--- config.mk ---
export PLATFORM = sky130hd
export DESIGN_NAME = swram_mapper
export DESIGN_NICKNAME = d
export VERILOG_FILES = /design/src/rtl/swram_pkg.sv /design/src/rtl/swram_route.sv /design/src/rtl/swram_lane.sv /design/src/rtl/swram_extract.sv /design/src/rtl/swram_mapper.sv
export SDC_FILE = /design/constraint.sdc
export NUM_CORES = 1
export LEC_CHECK = 0
export BUFFER_PORTS_ARGS = -buffer_cell sky130_fd_sc_hd__buf_2
export CORE_AREA = 2 2 169 171
export DETAILED_ROUTE_END_ITERATION = 8
export DIE_AREA = 0 0 171 173
export GPL_ROUTABILITY_DRIVEN = 1
export PLACE_DENSITY = 0.56
export SETUP_SLACK_MARGIN = 0.1
export SLEW_MARGIN = 30
export SYNTH_ARGS = -nofsm -noshare
export SYNTH_HDL_FRONTEND = slang
export SYNTH_HIERARCHICAL = 1
export SYNTH_SLANG_ARGS = --single-unit
export TNS_END_PERCENT = 20
--- constraint.sdc ---
create_clock -name clk -period 2.55 [get_ports clk]
set_input_delay 0.765 -clock clk [delete_from_list [all_inputs] [get_ports clk]]
set_output_delay 0.765 -clock clk [all_outputs]
set_load 0.01 [all_outputs]
--- src/rtl/swram_pkg.sv ---
package swram_pkg;
  localparam int DATA_W  = 32;
  localparam int BYTES_W = DATA_W / 8;
  localparam int LANE_W  = $clog2(BYTES_W);

  typedef enum logic [1:0] {SRC_NONE, SRC_LO, SRC_HI, SRC_PRIV} src_e;

  // Byte enables for a size code, before shifting to the lane offset.
  function automatic logic [BYTES_W-1:0] size_mask(input logic [1:0] sz);
    case (sz)
      2'd0:    size_mask = BYTES_W'(1);
      2'd1:    size_mask = BYTES_W'(3);
      default: size_mask = '1;
    endcase
  endfunction

  // Lane offset forced onto the natural alignment of the size.
  function automatic logic [LANE_W-1:0] lane_align(input logic [LANE_W-1:0] off,
                                                   input logic [1:0] sz);
    case (sz)
      2'd0:    lane_align = off;
      2'd1:    lane_align = off & ~LANE_W'(1);
      default: lane_align = '0;
    endcase
  endfunction
endpackage

--- src/rtl/swram_route.sv ---
module swram_route
  import swram_pkg::*;
#(
  parameter int SIDE     = 0,
  parameter int AW       = 16,
  parameter int SH_OFF_W = 14,
  parameter int BANK_AW  = 12,
  parameter int PRIV_AW  = 14
) (
  input  logic [1:0]         mode,
  input  logic [AW-1:0]      addr,
  output src_e               src,
  output logic [BANK_AW-1:0] sh_word,
  output logic [PRIV_AW-1:0] pv_word
);
  logic unused_lane;
  logic full_sel;

  assign unused_lane = ^addr[LANE_W-1:0];
  assign sh_word     = addr[SH_OFF_W-1:LANE_W];
  assign pv_word     = addr[AW-1:LANE_W];
  assign full_sel    = addr[SH_OFF_W];

  generate
    if (SIDE == 0) begin : g_side_a
      always_comb begin
        case (mode)
          2'd0:    src = full_sel ? SRC_HI : SRC_LO;
          2'd1:    src = SRC_HI;
          2'd2:    src = SRC_LO;
          default: src = SRC_NONE;
        endcase
      end
    end else begin : g_side_b
      always_comb begin
        case (mode)
          2'd0:    src = SRC_PRIV;
          2'd1:    src = SRC_LO;
          2'd2:    src = SRC_HI;
          default: src = full_sel ? SRC_HI : SRC_LO;
        endcase
      end
    end
  endgenerate
endmodule

--- src/rtl/swram_lane.sv ---
module swram_lane
  import swram_pkg::*;
(
  input  logic [LANE_W-1:0]  off,
  input  logic [1:0]         size,
  input  logic [DATA_W-1:0]  wdata,
  output logic [LANE_W-1:0]  off_al,
  output logic [BYTES_W-1:0] be,
  output logic [DATA_W-1:0]  wlane
);
  assign off_al = lane_align(off, size);
  assign be     = size_mask(size) << off_al;
  assign wlane  = wdata << {off_al, 3'b000};
endmodule

--- src/rtl/swram_extract.sv ---
module swram_extract
  import swram_pkg::*;
(
  input  src_e              src,
  input  logic [LANE_W-1:0] off,
  input  logic [1:0]        size,
  input  logic [DATA_W-1:0] lo_word,
  input  logic [DATA_W-1:0] hi_word,
  input  logic [DATA_W-1:0] pv_word,
  output logic [DATA_W-1:0] rdata
);
  logic [DATA_W-1:0]  word;
  logic [DATA_W-1:0]  shifted;
  logic [BYTES_W-1:0] keep;

  always_comb begin
    case (src)
      SRC_LO:   word = lo_word;
      SRC_HI:   word = hi_word;
      SRC_PRIV: word = pv_word;
      default:  word = '0;
    endcase
    shifted = word >> {off, 3'b000};
    keep    = size_mask(size);
    for (int i = 0; i < BYTES_W; i++) begin
      rdata[8*i +: 8] = keep[i] ? shifted[8*i +: 8] : 8'h00;
    end
  end
endmodule

--- src/rtl/swram_mapper.sv ---
module swram_mapper
  import swram_pkg::*;
#(
  parameter  int SHARED_BYTES = 32768,
  parameter  int PRIV_BYTES   = 65536,
  parameter  int CTL_W        = 8,
  localparam int HALF_BYTES   = SHARED_BYTES / 2,
  localparam int SH_OFF_W     = $clog2(HALF_BYTES),
  localparam int BANK_AW      = SH_OFF_W - LANE_W,
  localparam int AW           = $clog2(PRIV_BYTES),
  localparam int PRIV_AW      = AW - LANE_W
) (
  input  logic               clk,
  input  logic               rst_n,
  input  logic               a_req,
  input  logic               a_we,
  input  logic [1:0]         a_size,
  input  logic [AW-1:0]      a_addr,
  input  logic [DATA_W-1:0]  a_wdata,
  output logic [DATA_W-1:0]  a_rdata,
  output logic               a_rvalid,
  input  logic               a_ctl_we,
  input  logic [CTL_W-1:0]   a_ctl_wdata,
  input  logic               b_req,
  input  logic               b_we,
  input  logic [1:0]         b_size,
  input  logic [AW-1:0]      b_addr,
  input  logic [DATA_W-1:0]  b_wdata,
  output logic [DATA_W-1:0]  b_rdata,
  output logic               b_rvalid,
  output logic [CTL_W-1:0]   ctl_q,
  output logic               lo_en,
  output logic               lo_we,
  output logic [BYTES_W-1:0] lo_be,
  output logic [BANK_AW-1:0] lo_addr,
  output logic [DATA_W-1:0]  lo_wdata,
  input  logic [DATA_W-1:0]  lo_rdata,
  output logic               hi_en,
  output logic               hi_we,
  output logic [BYTES_W-1:0] hi_be,
  output logic [BANK_AW-1:0] hi_addr,
  output logic [DATA_W-1:0]  hi_wdata,
  input  logic [DATA_W-1:0]  hi_rdata,
  output logic               pv_en,
  output logic               pv_we,
  output logic [BYTES_W-1:0] pv_be,
  output logic [PRIV_AW-1:0] pv_addr,
  output logic [DATA_W-1:0]  pv_wdata,
  input  logic [DATA_W-1:0]  pv_rdata
);
  localparam int NPORT = 2;

  // Control register
  logic [CTL_W-1:0] ctl_n;
  logic [1:0]       mode;

  always_comb ctl_n = a_ctl_we ? a_ctl_wdata : ctl_q;

  always_ff @(posedge clk or negedge rst_n) begin
    if (!rst_n) ctl_q <= '0;
    else        ctl_q <= ctl_n;
  end

  assign mode = ctl_q[1:0];

  // Per-port request view (0 = A, 1 = B)
  logic               p_req   [NPORT];
  logic               p_we    [NPORT];
  logic [1:0]         p_size  [NPORT];
  logic [AW-1:0]      p_addr  [NPORT];
  logic [DATA_W-1:0]  p_wdata [NPORT];
  src_e               p_src   [NPORT];
  logic [BANK_AW-1:0] p_shw   [NPORT];
  logic [LANE_W-1:0]  p_off   [NPORT];
  logic [BYTES_W-1:0] p_be    [NPORT];
  logic [DATA_W-1:0]  p_wlane [NPORT];
  logic [DATA_W-1:0]  p_rdata [NPORT];
  logic               rd_v    [NPORT];
  src_e               rd_src  [NPORT];
  logic [LANE_W-1:0]  rd_off  [NPORT];
  logic [1:0]         rd_size [NPORT];

  logic [PRIV_AW-1:0] a_pv_word;
  logic [PRIV_AW-1:0] b_pv_word;
  logic               unused_a_pv;

  assign p_req[0] = a_req;   assign p_req[1] = b_req;
  assign p_we[0] = a_we;     assign p_we[1] = b_we;
  assign p_size[0] = a_size; assign p_size[1] = b_size;
  assign p_addr[0] = a_addr; assign p_addr[1] = b_addr;
  assign p_wdata[0] = a_wdata; assign p_wdata[1] = b_wdata;
  assign unused_a_pv = ^a_pv_word;

  swram_route #(.SIDE(0), .AW(AW), .SH_OFF_W(SH_OFF_W), .BANK_AW(BANK_AW), .PRIV_AW(PRIV_AW))
    u_route_a (.mode(mode), .addr(a_addr), .src(p_src[0]), .sh_word(p_shw[0]), .pv_word(a_pv_word));
  swram_route #(.SIDE(1), .AW(AW), .SH_OFF_W(SH_OFF_W), .BANK_AW(BANK_AW), .PRIV_AW(PRIV_AW))
    u_route_b (.mode(mode), .addr(b_addr), .src(p_src[1]), .sh_word(p_shw[1]), .pv_word(b_pv_word));

  generate
    for (genvar p = 0; p < NPORT; p++) begin : g_port
      logic              rd_v_n;
      src_e              rd_src_n;
      logic [LANE_W-1:0] rd_off_n;
      logic [1:0]        rd_size_n;

      swram_lane u_lane (
        .off(p_addr[p][LANE_W-1:0]), .size(p_size[p]), .wdata(p_wdata[p]),
        .off_al(p_off[p]), .be(p_be[p]), .wlane(p_wlane[p])
      );

      always_comb begin
        rd_v_n    = p_req[p] && !p_we[p];
        rd_src_n  = rd_v_n ? p_src[p] : rd_src[p];
        rd_off_n  = rd_v_n ? p_off[p] : rd_off[p];
        rd_size_n = rd_v_n ? p_size[p] : rd_size[p];
      end

      always_ff @(posedge clk or negedge rst_n) begin
        if (!rst_n) begin
          rd_v[p]    <= 1'b0;
          rd_src[p]  <= SRC_NONE;
          rd_off[p]  <= '0;
          rd_size[p] <= '0;
        end else begin
          rd_v[p]    <= rd_v_n;
          rd_src[p]  <= rd_src_n;
          rd_off[p]  <= rd_off_n;
          rd_size[p] <= rd_size_n;
        end
      end

      swram_extract u_extract (
        .src(rd_src[p]), .off(rd_off[p]), .size(rd_size[p]),
        .lo_word(lo_rdata), .hi_word(hi_rdata), .pv_word(pv_rdata),
        .rdata(p_rdata[p])
      );
    end
  endgenerate

  assign a_rdata  = p_rdata[0];
  assign b_rdata  = p_rdata[1];
  assign a_rvalid = rd_v[0];
  assign b_rvalid = rd_v[1];

  // Shared bank steering: the mode table keeps the two ports on distinct banks.
  logic               bk_en    [2];
  logic               bk_we    [2];
  logic [BYTES_W-1:0] bk_be    [2];
  logic [BANK_AW-1:0] bk_addr  [2];
  logic [DATA_W-1:0]  bk_wdata [2];

  generate
    for (genvar k = 0; k < 2; k++) begin : g_bank
      localparam src_e TGT = (k == 0) ? SRC_LO : SRC_HI;
      logic hit_a;
      logic hit_b;
      assign hit_a = p_req[0] && (p_src[0] == TGT);
      assign hit_b = p_req[1] && (p_src[1] == TGT);
      always_comb begin
        bk_en[k]    = hit_a || hit_b;
        bk_we[k]    = (hit_a && p_we[0]) || (hit_b && p_we[1]);
        bk_be[k]    = hit_a ? p_be[0]    : p_be[1];
        bk_addr[k]  = hit_a ? p_shw[0]   : p_shw[1];
        bk_wdata[k] = hit_a ? p_wlane[0] : p_wlane[1];
      end
    end
  endgenerate

  assign lo_en = bk_en[0];  assign lo_we = bk_we[0];  assign lo_be = bk_be[0];
  assign lo_addr = bk_addr[0];  assign lo_wdata = bk_wdata[0];
  assign hi_en = bk_en[1];  assign hi_we = bk_we[1];  assign hi_be = bk_be[1];
  assign hi_addr = bk_addr[1];  assign hi_wdata = bk_wdata[1];

  // Private RAM fallback for port B
  assign pv_en    = b_req && (p_src[1] == SRC_PRIV);
  assign pv_we    = pv_en && b_we;
  assign pv_be    = p_be[1];
  assign pv_addr  = b_pv_word;
  assign pv_wdata = p_wlane[1];
endmodule

# [After elaboration in Yosys (flattened, before gate mapping)]
# Index checks and enable logic that the tools add are counted.
[word_totals] out_inout_bits=226 ff_bits=22
[classes] shift=6 n_reduce_logical=23 mux=26 n_eq_ne=17
[op_table] operator="$pmux 32 s3" count=2
[op_table] operator="$mux 32" count=2
[op_table] operator="$mux 8" count=8
[op_table] operator="$shl 32x5->32" count=2
[op_table] operator="$shr 32x5->32" count=2
[op_table] operator="$pmux 4 s2" count=4
[op_table] operator="$mux 12" count=2
[op_table] operator="$eq 2x1->1 const B" count=9
[op_table] operator="$eq 2x2->1 const B" count=8
[op_table] operator="$logic_and 1x1->1" count=12
[op_table] operator="$pmux 2 s3" count=2
[op_table] operator="$logic_not 2->1" count=5
[op_table] operator="$mux 4" count=2
[op_table] operator="$pmux 2 s2" count=2
[op_table] operator="$shl 4x2->4" count=2
[op_table] operator="$logic_or 1x1->1" count=4
[op_table] operator="$mux 2" count=2
[op_table] operator="$logic_not 1->1" count=2

# [Logic depth before layout (Yosys ltp)]
# Gate-level depths: netlist (run 1).
[depth] ltp_word=6 mapped_depth=7

# [By module]
# Netlist (run 1), hierarchy kept.
[by_module_without_submodules] module="swram_extract" seq_area_each_um2=0.0 cells_each=198 area_each_um2=1357.6 n_inst=2
[by_module_without_submodules] module="swram_mapper" seq_area_each_um2=550.5 cells_each=167 area_each_um2=2105.8 n_inst=1
[by_module_without_submodules] module="swram_lane" seq_area_each_um2=0.0 cells_each=82 area_each_um2=591.8 n_inst=2
[by_module_without_submodules] module="swram_route at u_route_b" seq_area_each_um2=0.0 cells_each=30 area_each_um2=215.2 n_inst=1
[by_module_without_submodules] module="swram_route at u_route_a" seq_area_each_um2=0.0 cells_each=30 area_each_um2=211.5 n_inst=1

# [Worst setup path after synthesis (run 1)]
# Ideal clock, no wire load.
[synth_path] kind="input port to output port" start="in b_size[0]" end="out hi_wdata[24]" arrival_ps=1970 path_stages=5 path_buffers=2 setup_slack_ps=-185 cell_sequence="or3b_1 buf_6 buf_6 mux2i_1 mux2_2"
[synth_via] elab_chain_len=4 elab_cells_between_ends=5 cone_classes="eq/ne (1); shift (1); mux (2); reduce/logical (1)"
[synth_rtl] item="start: declaration" line="swram_mapper.sv:26" text="input logic [1:0] b_size,"
[synth_rtl] item="$eq 2x1->1 or $logic_not 2->1 (tied branches)" line="swram_pkg.sv:20" text="case (sz)"
[synth_rtl] item="$pmux 2 s2 (*)" line="swram_pkg.sv:20"
[synth_rtl] item="$shl 32x5->32 (*)" line="swram_lane.sv:13" text="assign wlane = wdata << {off_al, 3'b000};"
[synth_rtl] item="via pv_wdata[24]" line="swram_mapper.sv:48" text="output logic [DATA_W-1:0] pv_wdata,"
[synth_rtl] item="$mux 32 (*)" line="swram_mapper.sv:164" text="bk_wdata[k] = hit_a ? p_wlane[0] : p_wlane[1];"
[synth_rtl] item="end: declaration" line="swram_mapper.sv:42" text="output logic [DATA_W-1:0] hi_wdata,"
# The timed path passes the listed nets; every way through them passes the cells marked *.

==> results of run 1 <==
-- worst min-delay path by stage --
stage          cells past startpoint                  from              endpoint
5_1_grt                            1                 rst_n  ctl_q[5]$_DFFE_PN0P_
3_5_place_dp                       1  ctl_q[6]$_DFFE_PN0P_  ctl_q[6]$_DFFE_PN0P_
6_report                           1                 rst_n  ctl_q[2]$_DFFE_PN0P_
2_1_floorplan                      0                 rst_n    a_rvalid$_DFF_PN0_
4_1_cts                            1                 rst_n  ctl_q[5]$_DFFE_PN0P_
3_3_place_gp                       1  ctl_q[4]$_DFFE_PN0P_  ctl_q[4]$_DFFE_PN0P_
-- cell type report --
cell class	count	area (um^2)
Antenna cell	1	2.50
Sequential cell	22	556
Inverter	9	51.3
Clock inverter	1	30.0
Clock buffer	3	75.1
Tap cell	378	473
Fill cell	2845	15500
Timing Repair Buffer	653	4830
Multi-Input combinational cell	638	6090
Timing Repair inverter	1	11.3
-- cell usage in the layout, fill, tap and decap left out, types with 14 or more instances in the layout --
| master | n |
|---|---|
| sky130_fd_sc_hd__mux2i_2 | 24 |
| sky130_fd_sc_hd__nor2_1 | 47 |
| sky130_fd_sc_hd__mux2_4 | 57 |
| sky130_fd_sc_hd__buf_4 | 161 |
| sky130_fd_sc_hd__a211oi_1 | 20 |
| sky130_fd_sc_hd__a2bb2oi_2 | 14 |
| sky130_fd_sc_hd__buf_6 | 124 |
| sky130_fd_sc_hd__nand2_1 | 58 |
| sky130_fd_sc_hd__mux2i_1 | 66 |
| sky130_fd_sc_hd__buf_12 | 16 |
| sky130_fd_sc_hd__a21o_1 | 16 |
| sky130_fd_sc_hd__dfrtp_1 | 18 |
| sky130_fd_sc_hd__mux2i_4 | 18 |
| sky130_fd_sc_hd__mux2_2 | 64 |
| sky130_fd_sc_hd__buf_2 | 342 |
| sky130_fd_sc_hd__a31oi_1 | 14 |
| sky130_fd_sc_hd__o22ai_1 | 14 |
| sky130_fd_sc_hd__a21oi_1 | 61 |
-- worst register-to-register path: stages, from the launching register on --
cell                      delay (ns)
sky130_fd_sc_hd__dfrtp_1        0.45
sky130_fd_sc_hd__buf_4          0.23
sky130_fd_sc_hd__buf_4          0.20
sky130_fd_sc_hd__mux2_2         0.27
-- timing repair --
action,4_1_cts,5_1_grt
resized for setup,275,82
hold endpoints to repair,0,0
gates cloned,2,4
buffers inserted,19,5
pin swaps,38,22
setup endpoints to repair,197,198
-- per-layer routing --
layer  up-vias  wire [um]  GRT usage, %
met5         -        114             0
met4        18       2040          12.3
met3        92       3180          6.80
met2       390      20900          47.5
met1      4052      14400          25.9
li1       3953          -             -
-- metrics by stage --
step                      std cells  utilization (%)  TNS [ns]  hold WS (ns)  setup slack (ns)
after floorplan                 773                -     -5.73         0.469            -0.138
after global placement         1671             36.0    -53.25         0.486            -0.570
after detailed placement       1671             36.0    -54.71         0.490            -0.562
after CTS                      1696             42.1    -46.38         0.494            -0.464
after global routing           1706             43.9    -57.47         0.518            -0.517
final                          1706             43.9    -49.91         0.469            -0.504
-- power breakdown --
| part | internal [W] | switching [W] | total [W] |
|---|---|---|---|
| combinational | 0.00224 | 0.00231 | 0.00455 |
| sequential | 0.000395 | 0.0000682 | 0.000463 |
| clock | 0.000312 | 0.000135 | 0.000447 |
-- registers in the layout, indices dropped and copies added (netlist names) --
name and cells:
b_rvalid 1, rd_off 4, rd_src 4, a_rvalid 1, ctl_q 8, rd_size 4
==> out/summary.md, run 1 <==
### Clocking
- **Max clock buf depth** 2
- **TritonCTS buffer count** 3
- **hold buffer count at cts** 0
- **Clock transition at path regs** 0.06 ns
- **maximum level of the CTS H-tree** 1
- **number of clock sinks** 22
- **TritonCTS clock tree** done
- **root buffer cell** sky130_fd_sc_hd__clkbuf_16
- **worst skew pair latency** 0.26 ns

### STA
- **worst clock skew on the final layout** 0.00242 ns
- **Fmax** 327 MHz
- **post-route clock period utilization** 120%
- **measured slew at the worst slew-check pin** 0.773 ns
- **number of failing hold endpoints at the final stage** 0
- **count of endpoints failing setup in the final report** 174
- **total count of max-transition violations in the final report** 0
- **slack of the critical path** -0.504 ns
- **unrepaired setup endpoints after global routing** yes
- **Slew HR** 48.2%
- **final critical delay including setup and external delays** 3.05 ns

### Setup path
- **Worst R2R Setup Slack** 1.29 ns
- **crit-path cells** buf_6 -> or3b_4 -> clkinv_2 -> buf_4 -> nor2_1 -> mux2_2 -> buf_2
- **terminus of the critical flop-to-flop path** rd_off[2]$_DFFE_PN0P_
- **startpoint of the worst setup timing path** a_size[1]
- **Worst setup endpoint** lo_be[2]
- **kind of start point of the critical path** primary input
- **WP data required** 1.79 ns
- **Levels on crit path** 7
- **Crit Path Max Fanout** 12
- **Crit path arrival time** 2.29 ns
- **worst stage delay on the critical path** 0.46 ns
- **family with the most delay on the worst path** buffers and inverters
- **start-to-end type of the worst setup path** primary input to output port
- **Register-to-Register Path Depth** 3
- **beginning of the worst register-to-register path** rd_off[2]$_DFFE_PN0P_
- **WP buf/inv** 4
- **kind of end point of the critical path** output port
- **slowest stage cell, crit path** sky130_fd_sc_hd__or3b_4

### Job
- **number of max-capacitance violations reported** 0

### Route
- **number of detailed-routing iterations run before antenna repair** 7
- **remaining antenna violation count after routing** 0
- **via total after detailed routing** 8505
- **Total Wirelength** 40700 um
- **Starting DRT DRC Count** 359
- **routed length per placed instance** 23.8 um
- **post-detailed-route DRC marker count** 0
- **vias per inst** 4.99

### Floorplan
- **area of the die** 29600 um^2
- **chip height** 173 um
- **Die Span X** 171 um
- **Cell Rows** 61
- **Floorplan Core Area** 27600 um^2
- **I/O pin count** 437
- **Initial Util** 22.9%

### GRT
- **number of global-route vias before repair** 8891
- **wire length of the first global-routing pass** 56500 um
- **antenna violations before repair** 10
- **grt ovf** 0
- **pin count of the biggest net entering global routing** 34
- **Total Routing Usage GR** 25.5%

### Yosys
- **number of warnings printed during yosys synthesis** 6
- **Synth Cell Area** 6330 um^2
- **cell count after synthesis** 773
- **mean area per synthesized cell** 8.18 um^2
- **number of nets produced by synthesis** 984

### Status
- **failing checks** negative setup slack
- **outcome** finished with violations

### Pwr
- **power density over the cells** 451 nW/um^2
- **power after layout** 0.00546 W
- **Leak** 5.96 nW
- **worst supply voltage drop on vdd** 0.272 mV

### Placed design
- **detailed placer's ending HPWL** 33800 um
- **total of buffers placed on input and output ports** 433
- **Final Wtd Congestion** 0.938
- **Placement Cell Area** 9930 um^2

### Cells and area
- **area of all placed cells without fillers** 12100 um^2
- **growth of design area from synthesis to finish** 91.6%
- **fraction of layout cells with a size suffix above 1** 71.6%
- **NumNets Final** 1539

### Hold path
- **HP Class** primary input to async pin

No activity file was read; power rests on OpenSTA's default activity.
==> inputs of run 2 (changes only) <==
CORE_AREA = 5 5 167 169   (was 2 2 169 171)
DIE_AREA = 0 0 172 174   (was 0 0 171 173)
PLACE_DENSITY = 0.58   (was 0.56)
==> run 2 against run 1 <==
The flow still finishes with violations (negative setup slack). Global-route usage barely moved. Count of clock-buffer cells in the layout did not move. Utilization rose by 1.3 points. Worst setup slack got worse by 0.013 ns. Maximum frequency fell by 0.42%. Register-to-register slack barely moved. Critical path type unchanged.
==> out/summary.md, run 2 (synthesis gave the netlist of run 1 again) <==
### Setup path
- **WP data required** 1.79 ns
- **Crit Path Max Fanout** 7
- **Crit path arrival time** 2.30 ns
- **kind of end point of the critical path** output port
- **start-to-end type of the worst setup path** primary input to output port
- **kind of start point of the critical path** primary input

### Clocking
- **maximum level of the CTS H-tree** 1
- **TritonCTS buffer count** 3
- **number of clock sinks** 22
- **Max clock buf depth** 2
- **Clock transition at path regs** 0.06 ns
- **worst skew pair latency** 0.26 ns
- **root buffer cell** sky130_fd_sc_hd__clkbuf_16
- **hold buffer count at cts** 0
- **TritonCTS clock tree** done

### Cells and area
- **most frequent standard cell in the layout excluding fill and tap cells** sky130_fd_sc_hd__buf_2
- **register containing the most flip-flops in the final layout** ctl_q
- **most used cells in the layout excluding fill and tap cells** 358 x sky130_fd_sc_hd__buf_2, 157 x sky130_fd_sc_hd__buf_4, 109 x sky130_fd_sc_hd__buf_6
- **core occupancy in the finished layout** 45.2%
- **filler-free cell count of the finished design** 1663
- **number of flip-flops under the largest register name** 8
- **NumNets Final** 1533
- **growth of design area from synthesis to finish** 88.7%
- **fraction of layout cells with a size suffix above 1** 70.9%

### Pwr
- **Clk pwr share** 8.3%
- **power after layout** 0.00544 W
- **combinational cell fraction of total power** 82.8%
- **register share of total power** 8.9%
- **Leak** 5.93 nW
- **switching part of the total** 46.4%
- **power density over the cells** 455 nW/um^2
- **Internal Power** 0.00291 W
- **worst supply voltage drop on vdd** 0.224 mV
- **Net Switching** 0.00252 W

### Status
- **outcome** finished with violations
- **failing checks** negative setup slack

### STA
- **Total Negative Setup Slacks** -44.75 ns
- **unrepaired setup endpoints after global routing** yes
- **Min Hold Slack** 0.471 ns
- **slack of the critical path** -0.517 ns
- **number of failing hold endpoints at the final stage** 0
- **Slew HR** 58.7%
- **measured slew at the worst slew-check pin** 0.619 ns
- **count of endpoints failing setup in the final report** 182
- **total count of max-transition violations in the final report** 0
- **final critical delay including setup and external delays** 3.07 ns
- **worst clock skew on the final layout** 0.00345 ns
- **Fmax** 326 MHz
- **post-route clock period utilization** 120%

### Route
- **number of detailed-routing iterations run before antenna repair** 5
- **post-detailed-route DRC marker count** 0
- **Starting DRT DRC Count** 532
- **via total after detailed routing** 8705
- **routed length per placed instance** 24.9 um
- **vias per inst** 5.23
- **Total Wirelength** 41400 um
- **remaining antenna violation count after routing** 0

### Floorplan
- **Floorplan Core Area** 26400 um^2
- **Cell Rows** 60
- **area of the die** 29900 um^2
- **I/O pin count** 437
- **Initial Util** 23.9%
- **Die Span X** 172 um
- **chip height** 174 um

### GRT
- **number of global-route vias before repair** 8919
- **grt ovf** 0
- **wire length of the first global-routing pass** 57500 um
- **Total Routing Usage GR** 25.5%
- **antenna violations before repair** 3
- **pin count of the biggest net entering global routing** 34

### Hold path
- **HP Class** primary input to async pin

### Job
- **number of max-capacitance violations reported** 0

### Placed design
- **Inst Count DP** 1631
- **total of buffers placed on input and output ports** 433
- **detailed placer's ending HPWL** 34700 um
- **Final Wtd Congestion** 0.978

## run 2: worst paths after layout
kind	depth (start not counted)	end	slack, ns	from
worst max-delay path	9	lo_wdata[24]	-0.52	b_size[1]
worst min-delay path	1	ctl_q[7]$_DFFE_PN0P_	0.47	rst_n
worst max register to register	5	rd_src[0]$_DFFE_PN0P_	1.29	ctl_q[0]$_DFFE_PN0P_
worst min register to register	1	ctl_q[3]$_DFFE_PN0P_	0.50	ctl_q[3]$_DFFE_PN0P_
max in group asynchronous	1	rd_src[3]$_DFFE_PN0P_	1.68	rst_n
min in group clk	1	ctl_q[3]$_DFFE_PN0P_	0.50	ctl_q[3]$_DFFE_PN0P_
## run 2: layout make-up
class	count	area [um^2]
Fill cell	2638	14500
Multi-Input combinational cell	637	6080
Timing Repair Buffer	649	4710
Sequential cell	22	558
Tap cell	341	427
Clock buffer	3	75.1
Inverter	9	58.8
Clock inverter	1	30.0
Antenna cell	1	2.50
## run 2: critical path, stage by stage
cell and delay [ns]:
sky130_fd_sc_hd__buf_6 0.09, sky130_fd_sc_hd__buf_6 0.11, sky130_fd_sc_hd__nor2b_4 0.18, sky130_fd_sc_hd__buf_12 0.15, sky130_fd_sc_hd__buf_16 0.14, sky130_fd_sc_hd__mux2i_4 0.30, sky130_fd_sc_hd__mux2i_4 0.13, sky130_fd_sc_hd__mux2_4 0.30
sky130_fd_sc_hd__buf_6 0.13
## run 2: what timing repair did
action | in CTS | in global routing
gates resized for setup | 234 | 107
setup endpoints to repair | 198 | 198
pin swaps | 33 | 16
gates cloned | 4 | 0
setup buffers | 13 | 13
## run 2: through the flow
step	setup WS [ns]	instance area, um^2
after floorplan	-0.138	6540
after global placement	-0.617	9860
after detailed placement	-0.616	9860
after CTS	-0.503	11400
after global routing	-0.551	11900
final	-0.517	11900
## run 2: power groups by stage
stage	combinational [W]	clock, W	sequential [W]
2_1_floorplan	0.00215	0	0.000431
3_3_place_gp	0.00385	0	0.000483
3_5_place_dp	0.00384	0	0.000484
4_1_cts	0.00431	0.000473	0.000484
5_1_grt	0.00475	0.000480	0.000492
6_report	0.00450	0.000451	0.000486
## run 2: routing by layer
layer	vias up	routed length [um]	GRT usage (%)
li1	3962	-	-
met1	4142	14700	27.5
met2	491	20900	45.8
met3	104	3250	4.96
met4	6	2510	14.2
met5	-	39	0
